**src/rtl/icap_timer.sv**
```systemverilog
module icap_timer #(
  parameter int CNT_W  = 16,
  parameter int DW     = 16,
  parameter int FLT_W  = 4,
  parameter int PS_W   = 3,
  parameter int SYNC_N = 2
) (
  input  logic             clk,
  input  logic             rst_n,
  input  logic             cfg_we,
  input  logic [1:0]       cfg_addr,
  input  logic [DW-1:0]    cfg_wdata,
  input  logic             pin,
  input  logic             flag_clr,
  output logic [CNT_W-1:0] cnt,
  output logic [CNT_W-1:0] cap,
  output logic             flag,
  output logic             irq
);
  localparam int PSC_W  = (1 << PS_W) - 1;
  localparam int FCNT_W = FLT_W + 2;
  localparam int B_PS   = 1;
  localparam int B_EDG  = B_PS + PS_W;
  localparam int B_FLT  = B_EDG + 2;
  localparam int B_IEN  = B_FLT + FLT_W;

  logic [CNT_W-1:0]  start_q, mod_q, cnt_q, cap_q;
  logic              run_q, ien_q, flag_q;
  logic [PS_W-1:0]   ps_q;
  logic [1:0]        edge_q;
  logic [FLT_W-1:0]  filt_q;
  logic [PSC_W-1:0]  pre_q, pre_lim;
  logic [SYNC_N-1:0] sync_q;
  logic [FCNT_W-1:0] fcnt_q, thr;
  logic              lvl_q, lvl_prev_q;
  logic              tick, ctl_wr, s_in, rise, fall, hit;

  assign ctl_wr  = cfg_we && (cfg_addr == 2'd2);
  assign pre_lim = (PSC_W'(1) << ps_q) - PSC_W'(1);
  assign tick    = run_q && (pre_q >= pre_lim);

  always_ff @(posedge clk or negedge rst_n) begin
    if (!rst_n) begin
      start_q <= '0;
      mod_q   <= '0;
      run_q   <= 1'b0;
      ps_q    <= '0;
      edge_q  <= '0;
      filt_q  <= '0;
      ien_q   <= 1'b0;
    end else begin
      if (cfg_we && cfg_addr == 2'd0) start_q <= cfg_wdata[CNT_W-1:0];
      if (cfg_we && cfg_addr == 2'd1) mod_q   <= cfg_wdata[CNT_W-1:0];
      if (ctl_wr) begin
        run_q <= cfg_wdata[0];
        ps_q  <= cfg_wdata[B_EDG-1:B_PS];
        ien_q <= cfg_wdata[B_IEN];
        if (!run_q) begin
          edge_q <= cfg_wdata[B_FLT-1:B_EDG];
          filt_q <= cfg_wdata[B_IEN-1:B_FLT];
        end
      end
    end
  end

  always_ff @(posedge clk or negedge rst_n) begin
    if (!rst_n)          pre_q <= '0;
    else if (!run_q || tick) pre_q <= '0;
    else                 pre_q <= pre_q + PSC_W'(1);
  end

  always_ff @(posedge clk or negedge rst_n) begin
    if (!rst_n)                          cnt_q <= '0;
    else if (cfg_we && cfg_addr == 2'd0) cnt_q <= cfg_wdata[CNT_W-1:0];
    else if (tick)                       cnt_q <= (cnt_q == mod_q) ? start_q : cnt_q + CNT_W'(1);
  end

  always_ff @(posedge clk or negedge rst_n) begin
    if (!rst_n) sync_q <= '0;
    else        sync_q <= {sync_q[SYNC_N-2:0], pin};
  end
  assign s_in = sync_q[SYNC_N-1];

  assign thr = (filt_q == '0) ? FCNT_W'(1) : {filt_q, 2'b00};

  always_ff @(posedge clk or negedge rst_n) begin
    if (!rst_n) begin
      fcnt_q     <= '0;
      lvl_q      <= 1'b0;
      lvl_prev_q <= 1'b0;
    end else begin
      lvl_prev_q <= lvl_q;
      if (s_in != lvl_q) begin
        if (fcnt_q >= thr - FCNT_W'(1)) begin
          lvl_q  <= s_in;
          fcnt_q <= '0;
        end else begin
          fcnt_q <= fcnt_q + FCNT_W'(1);
        end
      end else begin
        fcnt_q <= '0;
      end
    end
  end

  assign rise = lvl_q & ~lvl_prev_q;
  assign fall = ~lvl_q & lvl_prev_q;
  assign hit  = (rise & edge_q[0]) | (fall & edge_q[1]);

  always_ff @(posedge clk or negedge rst_n) begin
    if (!rst_n) begin
      cap_q  <= '0;
      flag_q <= 1'b0;
    end else if (hit) begin
      cap_q  <= cnt_q;
      flag_q <= 1'b1;
    end else if (flag_clr) begin
      flag_q <= 1'b0;
    end
  end

  assign cnt  = cnt_q;
  assign cap  = cap_q;
  assign flag = flag_q;
  assign irq  = flag_q & ien_q;
endmodule

```
**config.mk**
```make
export PLATFORM = sky130hd
export DESIGN_NAME = icap_timer
export DESIGN_NICKNAME = d
export VERILOG_FILES = /design/src/rtl/icap_timer.sv
export SDC_FILE = /design/constraint.sdc
export NUM_CORES = 1
export LEC_CHECK = 0
export BUFFER_PORTS_ARGS = -buffer_cell sky130_fd_sc_hd__buf_4
export CORE_UTILIZATION = 35
export DETAILED_ROUTE_END_ITERATION = 6
export GPL_TIMING_DRIVEN = 0
export HOLD_SLACK_MARGIN = 0.12
export PLACE_DENSITY = 0.64
export SYNTH_ARGS = -nofsm -noshare
export SYNTH_HDL_FRONTEND = slang
export SYNTH_SLANG_ARGS = --single-unit
```
**constraint.sdc**
```tcl
create_clock -name clk -period 3.55 [get_ports clk]
set_clock_uncertainty 0.2 [all_clocks]
set_input_delay 0.355 -clock clk [delete_from_list [all_inputs] [get_ports clk]]
set_output_delay 0.355 -clock clk [all_outputs]
set_load 0.02 [all_outputs]
```
Word level (Yosys, flattened, before mapping)
Index checks and enable logic that the tools add are counted.

Register bits after elaboration: 93. Word-level logic and storage cells: 57. Input bits: 23. Output and inout bits: 34.

Reductions and logical operators: 12. Order comparisons: 2. Add/subtract/negate cells: 5. Bitwise operators: 9. Multiplexer cells: 9. Equality and inequality tests: 4. Shifts and indexed selects: 1.

Operators by type and width (number): $mux 16 (3); $mux 6 (3); $add 16x1->16 const B (1); $eq 16x16->1 (1); $add 7x1->7 const B (1); $ge 7x7->1 (1); $mux 7 (1); $shl 1x3->7 const A (1); $sub 7x2->7 const B (1); $add 6x1->6 const B (1); $ge 6x6->1 (1); $sub 6x1->6 const B (1); $and 1x1->1 (5); $logic_and 1x1->1 (4); $logic_not 4->1 (1); $reduce_and 2->1 (2); $reduce_bool 2->1 (2); $not 1->1 (3); $eq 2x1->1 const B (1); $eq 2x2->1 const B (1); $logic_not 2->1 (1); $mux 1 (2); $logic_not 1->1 (1); $logic_or 1x1->1 (1); 2 further kinds (2).

Longest topological paths before layout
Gate-level depths: netlist of the first run.

Depth after elaboration: 6. Mapped depth: 10. Mapped depth without buffers: 10.

Worst setup path after synthesis of the first run
OpenSTA, ideal clock, no wires.

Kind: reg-to-reg. Start: register filt_q[0]. End: register lvl_q. Stages on the path, launching flop included: 11. Setup slack: 978 ps. Data arrival time: 2247 ps. Buffers on the path: 0. Cells stage by stage: dfrtp_1 or2_2 nor3_1 inv_1 ha_1 nand2b_1 a21o_1 a21o_1 a21oi_1 o21ai_1 mux2_2.

Cells in the longest elaborated chain, start to end: 5.

RTL lines: start: declaration (RTL line 31) `logic [FLT_W-1:0] filt_q;`; start signal: assignment (RTL line 60) `filt_q <= cfg_wdata[B_IEN-1:B_FLT];`; $logic_not 4->1 (RTL line 84) `assign thr = (filt_q == '0) ? FCNT_W'(1) : {filt_q, 2'b00};`; $mux 6 * (RTL line 84); $sub 6x1->6 * (RTL line 94) `if (fcnt_q >= thr - FCNT_W'(1)) begin`; $ge 6x6->1 * (RTL line 94); $reduce_and 2->1 (no line) *; end signal: assignment (RTL line 95) `lvl_q <= s_in;`; end: declaration (RTL line 35) `logic lvl_q, lvl_prev_q;`.

Every way passes the cells marked *; elsewhere a longest branch is shown, timed or not. A chain may end at the register's enable or synchronous reset.

Final worst setup path of the first run
Start: register ps_q[2]. End: register cnt_q[0] (netlist: cnt[0]).

Cells in the longest elaborated chain, start to end: 5.

RTL lines: start: declaration (RTL line 29) `logic [PS_W-1:0] ps_q;`; start signal: assignment (RTL line 56) `ps_q <= cfg_wdata[B_EDG-1:B_PS];`; $shl 1x3->7 (RTL line 39) `assign pre_lim = (PSC_W'(1) << ps_q) - PSC_W'(1);`; $sub 7x2->7 (RTL line 39); $ge 7x7->1 (RTL line 40) `assign tick = run_q && (pre_q >= pre_lim);`; $logic_and 1x1->1 (RTL line 40); $reduce_bool 2->1 (no line); end signal: assignment (RTL line 74) `else if (cfg_we && cfg_addr == 2'd0) cnt_q <= cfg_wdata[CNT_W-1:0];`; end signal: assignment (RTL line 75) `else if (tick) cnt_q <= (cnt_q == mod_q) ? start_q : cnt_q + CNT_W'(1);`; end: declaration (RTL line 27) `logic [CNT_W-1:0] start_q, mod_q, cnt_q, cap_q;`.

Every way passes these cells.

==> results of run 1 <==
==> worst paths after layout <==
| path | start | to | slack [ns] | cells past startpoint |
|---|---|---|---|---|
| worst max-delay path | ps_q[2] | cnt[0] | 0.38 | 8 |
| worst min-delay path | sync_q[0] | sync_q[1] | 0.15 | 0 |
| worst max register to register | ps_q[2] | cnt[0] | 0.38 | 8 |
| worst min register to register | sync_q[0] | sync_q[1] | 0.15 | 0 |
| max in group asynchronous | rst_n | cap[5] | 1.82 | 2 |
| min in group asynchronous | rst_n | cap[11] | 0.57 | 2 |
==> state kept, by name, summed over array words and instances (netlist names) <==
name / flops
ps_q: 3
ien_q: 1
flag: 1
sync_q: 2
mod_q: 16
run_q: 1
lvl_q: 1
lvl_prev_q: 1
cap: 16
filt_q: 4
cnt: 16
edge_q: 2
start_q: 16
pre_q: 7
fcnt_q: 6
==> kinds of logic (layout without fill, tap and decap cells) <==
family / Yosys count / after routing / share of synthesized area
flops: 93 / 93 / 0.504
compound gates: 44 / 44 / 0.0655
xor+xnor: 39 / 39 / 0.0788
mux: 52 / 52 / 0.125
fa+ha+maj: 16 / 16 / 0.0433
buf+inv: 23 / 113 / 0.0284
simple gates: 147 / 147 / 0.155
==> cells in the mapped netlist, types with 7 or more instances <==
library cell	n
dfrtp_1	93
nand2_1	67
mux2_2	46
nor2_1	27
xor2_1	24
nand3_1	18
ha_1	16
o211ai_1	12
xnor2_1	12
a21oi_1	8
and3_1	8
clkbuf_1	7
inv_1	7
==> cells in the final DEF (no fill, tap or decap), types with 2 or more instances in the layout <==
cell type / n
clkbuf_16: 9
o21ai_0: 3
and4_2: 2
dlygate4sd3_1: 19
xor2_1: 24
nor3_1: 2
nor3b_1: 2
clkbuf_1: 7
dfrtp_1: 93
mux2_2: 46
a31oi_1: 3
a21o_1: 4
nor2_1: 27
ha_1: 16
or3_1: 2
nand4_1: 3
nand2_1: 67
and3_1: 8
clkinvlp_4: 2
a211oi_1: 2
buf_2: 3
nor4_2: 4
buf_6: 5
buf_4: 57
o21a_1: 3
xnor2_1: 12
a21oi_1: 8
xor2_2: 3
nand3_1: 18
or2_2: 2
clkbuf_8: 3
nand3b_1: 3
mux2i_1: 6
nand2b_1: 3
inv_1: 7
o21ai_1: 3
o311ai_1: 2
o211ai_1: 12
==> power breakdown <==
part | total (mW) | internal [mW] | switching (mW)
registers | 1.63 | 1.35 | 0.282
clock network | 0.920 | 0.527 | 0.393
logic | 1.52 | 0.741 | 0.781
==> worst register-to-register path, delay by kind of cell, from the launching register on <==
kind,cells,cell delay (ns)
AOI/OAI and AO/OA,5,1.57
adders and majority gates,1,0.27
DFF,1,0.45
and+or+nand+nor,2,0.56
==> final cells by class <==
class / count / share of cell area
tap: 172 / 0.0375
buffer: 16 / 0.0183
sequential: 93 / 0.406
timing repair buffer: 75 / 0.106
multi-input combinational: 298 / 0.377
inverter: 7 / 0.00458
clock inverter: 3 / 0.00349
clock buffer: 12 / 0.0465
==> timing repair <==
item / in CTS / in global routing
endpoints found under the setup margin: 0 / 0
hold buffers: 19 / 0
endpoints found under the hold margin: 148 / 0
==> metrics by stage <==
stage / utilization / cells / worst slack, ns / hold slack (ns)
after global placement: 0.413 / 642 / 0.578 / 0.134
after detailed placement: 0.413 / 642 / 0.431 / 0.140
after CTS: 0.451 / 676 / 0.408 / 0.154
after floorplan: - / 414 / 0.978 / -0.141
after global routing: 0.451 / 676 / 0.146 / 0.156
final: 0.451 / 676 / 0.378 / 0.153
==> metal layers <==
layer	global-route usage	share of wire	vias to the layer above
met2	0.279	0.49	93
met3	0.0407	0.049	14
met1	0.216	0.45	1672
li1	-	-	1618
met4	0.0684	0.015	0
met5	0	0	-
==> impl_metrics.toml, run 1 <==
[cts]
clk_pin_slew_ns = 0.06
h-tree-depth = 3
numCtsBuffers = 9
clockRootBuffer = "clkbuf_16"
cts_resized = 0
cts_setup_buffers = 0
clk_path_buf_depth = 2
clk_latency_ns = 0.35
cts_tree = "done"
clock_sinks = 93

[worst_setup_path]
cp_slowest_cell = "a21oi_1"
worstPathArrival_ns = 3.21
cp.required_ns = 3.59
critical_path_class = "reg2reg"
cp-end-kind = "register"
cp-start-kind = "register"
critical_path.cell_chain = "or3_1 -> ha_1 -> nand2b_1 -> a211oi_1 -> o311ai_1 -> a21oi_1 -> o21ai_0 -> o311ai_1"
crit_buf_inv = 0
worstPathMaxFanout = 9
critical-path-top-delay-family = "compound AO/OA/AOI/OAI gates"
timing.critical_path.mode_cell = "o311ai_1"
slowest_delay_ns = 0.71

[cells_and_area]
diodes = 0
multi_input_area_um2 = 2160
n_fill_cell = 1198
final_nets = 539
design_area_um2 = 5730
seq_area_um2 = 2330
syn_to_final_growth_pct = 24.1
layout-drive-gt1-share = 0.274

[detailed_routing]
drt_first_iter_violations = 264
drc = 0
routed_wl_um = 10400
first_pass_iters = 4
postRouteAntennaNets = 0
wl_per_cell_um = 15.5
num_vias = 3397
viasPerCell = 5.03

[grt]
grt_pass1_vias = 3467
grt_pass1_wl_um = 17300
gr-total-overflow = 0
grt_usage = 0.170
antenna_found_initial = 0
grt_max_degree = 94

[synth]
yosys_most_used_dff = "dfrtp_1"
syn-num-nets = 453
synth.avg_cell_area_um2 = 11.2
syn_area_um2 = 4620
synth_top_area_frac = 0.504
synth_warnings = 0
yosysSeqAreaShare = 0.504
yosys_register_bits = 93
synth_edf_count = 0
synth_area_leaders = "dfrtp_1 (50%), mux2_2 (11%), nand2_1 (5.4%)"
async_flop_share = 1.00
syn-instance-count = 414
synth_cell_types = 42
yosys.area.top_type = "dfrtp_1"

[timing]
tns_ns = 0
setup_viol = 0
period_needed_ns = 3.17
slew_violations = 0
hold_viol_final = 0
period_share = 0.893
tightest_slew_ns = 1.17
fmax_mhz = 315
rsz0062_at_grt = "false"
relSlewSlack = 0.221

[pwr]
vdd_drop_max_v = 0.000281
power_mw = 4.08
p_per_area_nw_per_um2 = 711
leakage_nw = 2.71

[floorplanning]
die_y_um = 117
io_pins = 57
dieArea_um2 = 13700
fp.dieW_um = 117
row_count = 41
core_area_um2 = 12700
start_util = 0.363

[placement]
dp_hpwl_um = 7330
place_congestion = 0.806
placed_cell_area_um2 = 5260
portBuffers = 56

[status]
status = "complete, no violations"

[flow_run]
drv_cap = 0

[hold_path]
hold_path_class = "reg2reg"
No activity file was read; power rests on OpenSTA's default activity.
==> inputs of run 2 (changes only) <==
Settings changed: ABC_AREA from default to 1, PLACE_DENSITY 0.64 to 0.63.
==> run 2 against run 1 <==
Combinational power rose by 5%. Die area increased by 6.4%. Fmax increased by 11%. Sequential share of layout area decreased by 1.8 points. Design area up 4.8%. Critical path type unchanged.
==> impl_metrics.toml, run 2 <==
[cts]
cts_setup_buffers = 0
clockRootBuffer = "clkbuf_16"
clk_pin_slew_ns = 0.06
cts_resized = 0
clk_latency_ns = 0.35
h-tree-depth = 3
numCtsBuffers = 9
clk_path_buf_depth = 2
cts_tree = "done"
clock_sinks = 93

[synth]
yosysMostFrequentCell = "nand2_1"
synth_top_family_by_area = "simple AND/OR/NAND/NOR gates"
synth_area_leaders = "dfrtp_1 (47%), nand2_1 (15%), inv_1 (6.3%)"
synth-compound-area-share = 0.0900
synth_edf_count = 0
synth_xor_area_frac = 0.0249
synth_mux_area_frac = 0
syn_area_um2 = 4920
synth.avg_cell_area_um2 = 7.59
yosysSeqAreaShare = 0.473
synth_cell_types = 27
async_flop_share = 1.00
yosys.area.top_type = "dfrtp_1"
syn-instance-count = 649
yosys_register_bits = 93
synth_warnings = 0
yosys_most_used_dff = "dfrtp_1"
syn-num-nets = 688
synth_adder_area_share = 0.0407
netlist_top_cells_count = "nand2_1 (197), dfrtp_1 (93), inv_1 (82)"
synth_top_area_frac = 0.473
yosys.area_share.simple = 0.283

[grt]
antenna_found_initial = 0
gr-total-overflow = 0
grt_pass1_wl_um = 20800
grt_usage = 0.187
grt_pass1_vias = 4018
grt_max_degree = 94

[floorplanning]
die_y_um = 121
io_pins = 57
row_count = 42
start_util = 0.365
core_area_um2 = 13500
fp.dieW_um = 121
dieArea_um2 = 14500

[cells_and_area]
layout_common_cells = "nand2_1 (197), dfrtp_1 (93), inv_1 (82)"
layout-drive-gt1-share = 0.134
final_nets = 769
diodes = 0
final_common_cell = "nand2_1"
finalNonFillerCells = 909
multi_input_area_um2 = 2160
seq_area_um2 = 2330
syn_to_final_growth_pct = 22.0
n_fill_cell = 1369

[timing]
tns_ns = 0
setup_viol = 0
relSlewSlack = 0.195
tightest_slew_ns = 1.21
rsz0062_at_grt = "false"
period_share = 0.806
period_needed_ns = 2.86
hold_viol_final = 0
fmax_mhz = 350
slew_violations = 0

[pwr]
vdd_drop_max_v = 0.000276
p_per_area_nw_per_um2 = 713
leakage_nw = 3.22
power_mw = 4.28

[detailed_routing]
drc = 0
drt_first_iter_violations = 257
routed_wl_um = 12700
num_vias = 4294
first_pass_iters = 5
postRouteAntennaNets = 0
wl_per_cell_um = 14.0
viasPerCell = 4.72

[status]
status = "complete, no violations"

[worst_setup_path]
slowest_delay_ns = 0.40
worstPathMaxFanout = 6
cp.required_ns = 3.61
cp-start-kind = "register"
cp-end-kind = "register"
critical_path.cell_chain = "or2_2 -> nor3_1 -> nor2_1 -> xor2_1 -> inv_1 -> ha_1 -> nand2_1 -> a21oi_1 -> nor3b_1 -> nand4_1 -> nor3b_1"
worstPathArrival_ns = 2.92
timing.critical_path.mode_cell = "nor3b_1"
cp_slowest_cell = "dfrtp_1"
critical_path_class = "reg2reg"

[placement]
dp_hpwl_um = 9240
portBuffers = 56
dp_cells = 881
place_congestion = 0.817

[flow_run]
drv_cap = 0

[hold_path]
hold_path_class = "in2reg"
-- run 2: cell types whose count changed after synthesis, sizes merged, moves of 6 or more --
cell    before  now
o21ai        6   46
xnor2       12    1
xor2        27   13
nor2        27   66
mux2i        6    0
o21bai       0    9
nand3       18   46
a21oi        8   26
nand2       67  200
inv          7   91
o211ai      12    1
mux2        46    0
and3         8    0
-- run 2: metal layers --
metal	global-route usage	part of all wire
met2	0.281	0.44
met3	0.0344	0.040
met5	0	0
met4	0.0648	0.020
met1	0.267	0.50
-- run 2: logic make-up (layout without fill, tap and decap cells) --
group | Yosys count | in the layout
XOR/XNOR | 14 | 14
AO/OA/AOI/OAI | 83 | 83
buffers and inverters | 109 | 193
flip-flops | 93 | 93
AND/OR/NAND/NOR | 334 | 334
adder cells (fa/ha/maj) | 16 | 16
-- run 2: power by group --
group	total (mW)	internal, mW	leakage [nW]	switching, mW
Clock	1.02	0.607	0.147	0.412
Combinational	1.60	0.626	1.92	0.971
Sequential	1.67	1.34	1.15	0.323
Total	4.28	2.58	3.22	1.71
-- run 2: layout make-up --
class | count | area share
clock buffers | 9 | 0.0375
plain buffers | 18 | 0.0160
multi-input cells | 447 | 0.359
inverters | 91 | 0.0569
flip-flops and latches | 93 | 0.387
clock inverters | 5 | 0.0129
repair buffers | 70 | 0.0933
well taps | 176 | 0.0367
-- run 2: final timing paths --
check	startpoint	slack [ns]	end	cells past startpoint
max	filt_q[0]	0.69	fcnt_q[3]	11
min	cfg_addr[0]	0.14	ps_q[2]	4
max reg2reg	filt_q[0]	0.69	fcnt_q[3]	11
min reg2reg	sync_q[0]	0.16	sync_q[1]	0
max in group asynchronous	rst_n	1.79	cnt[14]	2
min in group asynchronous	rst_n	0.59	sync_q[0]	2
-- run 2: worst max-delay path, delay by kind of cell, from the launching register on --
kind	cells	cell delay [ns]
AO/OA/AOI/OAI	1	0.04
XOR/XNOR	1	0.15
adder cells (fa/ha/maj)	1	0.26
buffers and inverters	1	0.06
flip-flops	1	0.40
AND/OR/NAND/NOR	7	1.66
-- run 2: metrics by stage --
step                      setup slack, ns  instance area, um^2  hold slack [ns]  utilization
after floorplan                      1.05                 4920           -0.141            -
after global placement              0.677                 5560            0.149        0.412
after detailed placement            0.664                 5560            0.143        0.412
after CTS                           0.635                 6010            0.134        0.445
after global routing                0.405                 6010            0.163        0.445
final                               0.690                 6010            0.141        0.445
-- run 2: repair_timing --
item | 4_1_cts | 5_1_grt
setup endpoints to repair | 0 | 0
hold buffers | 14 | 0
hold endpoints to repair | 70 | 0
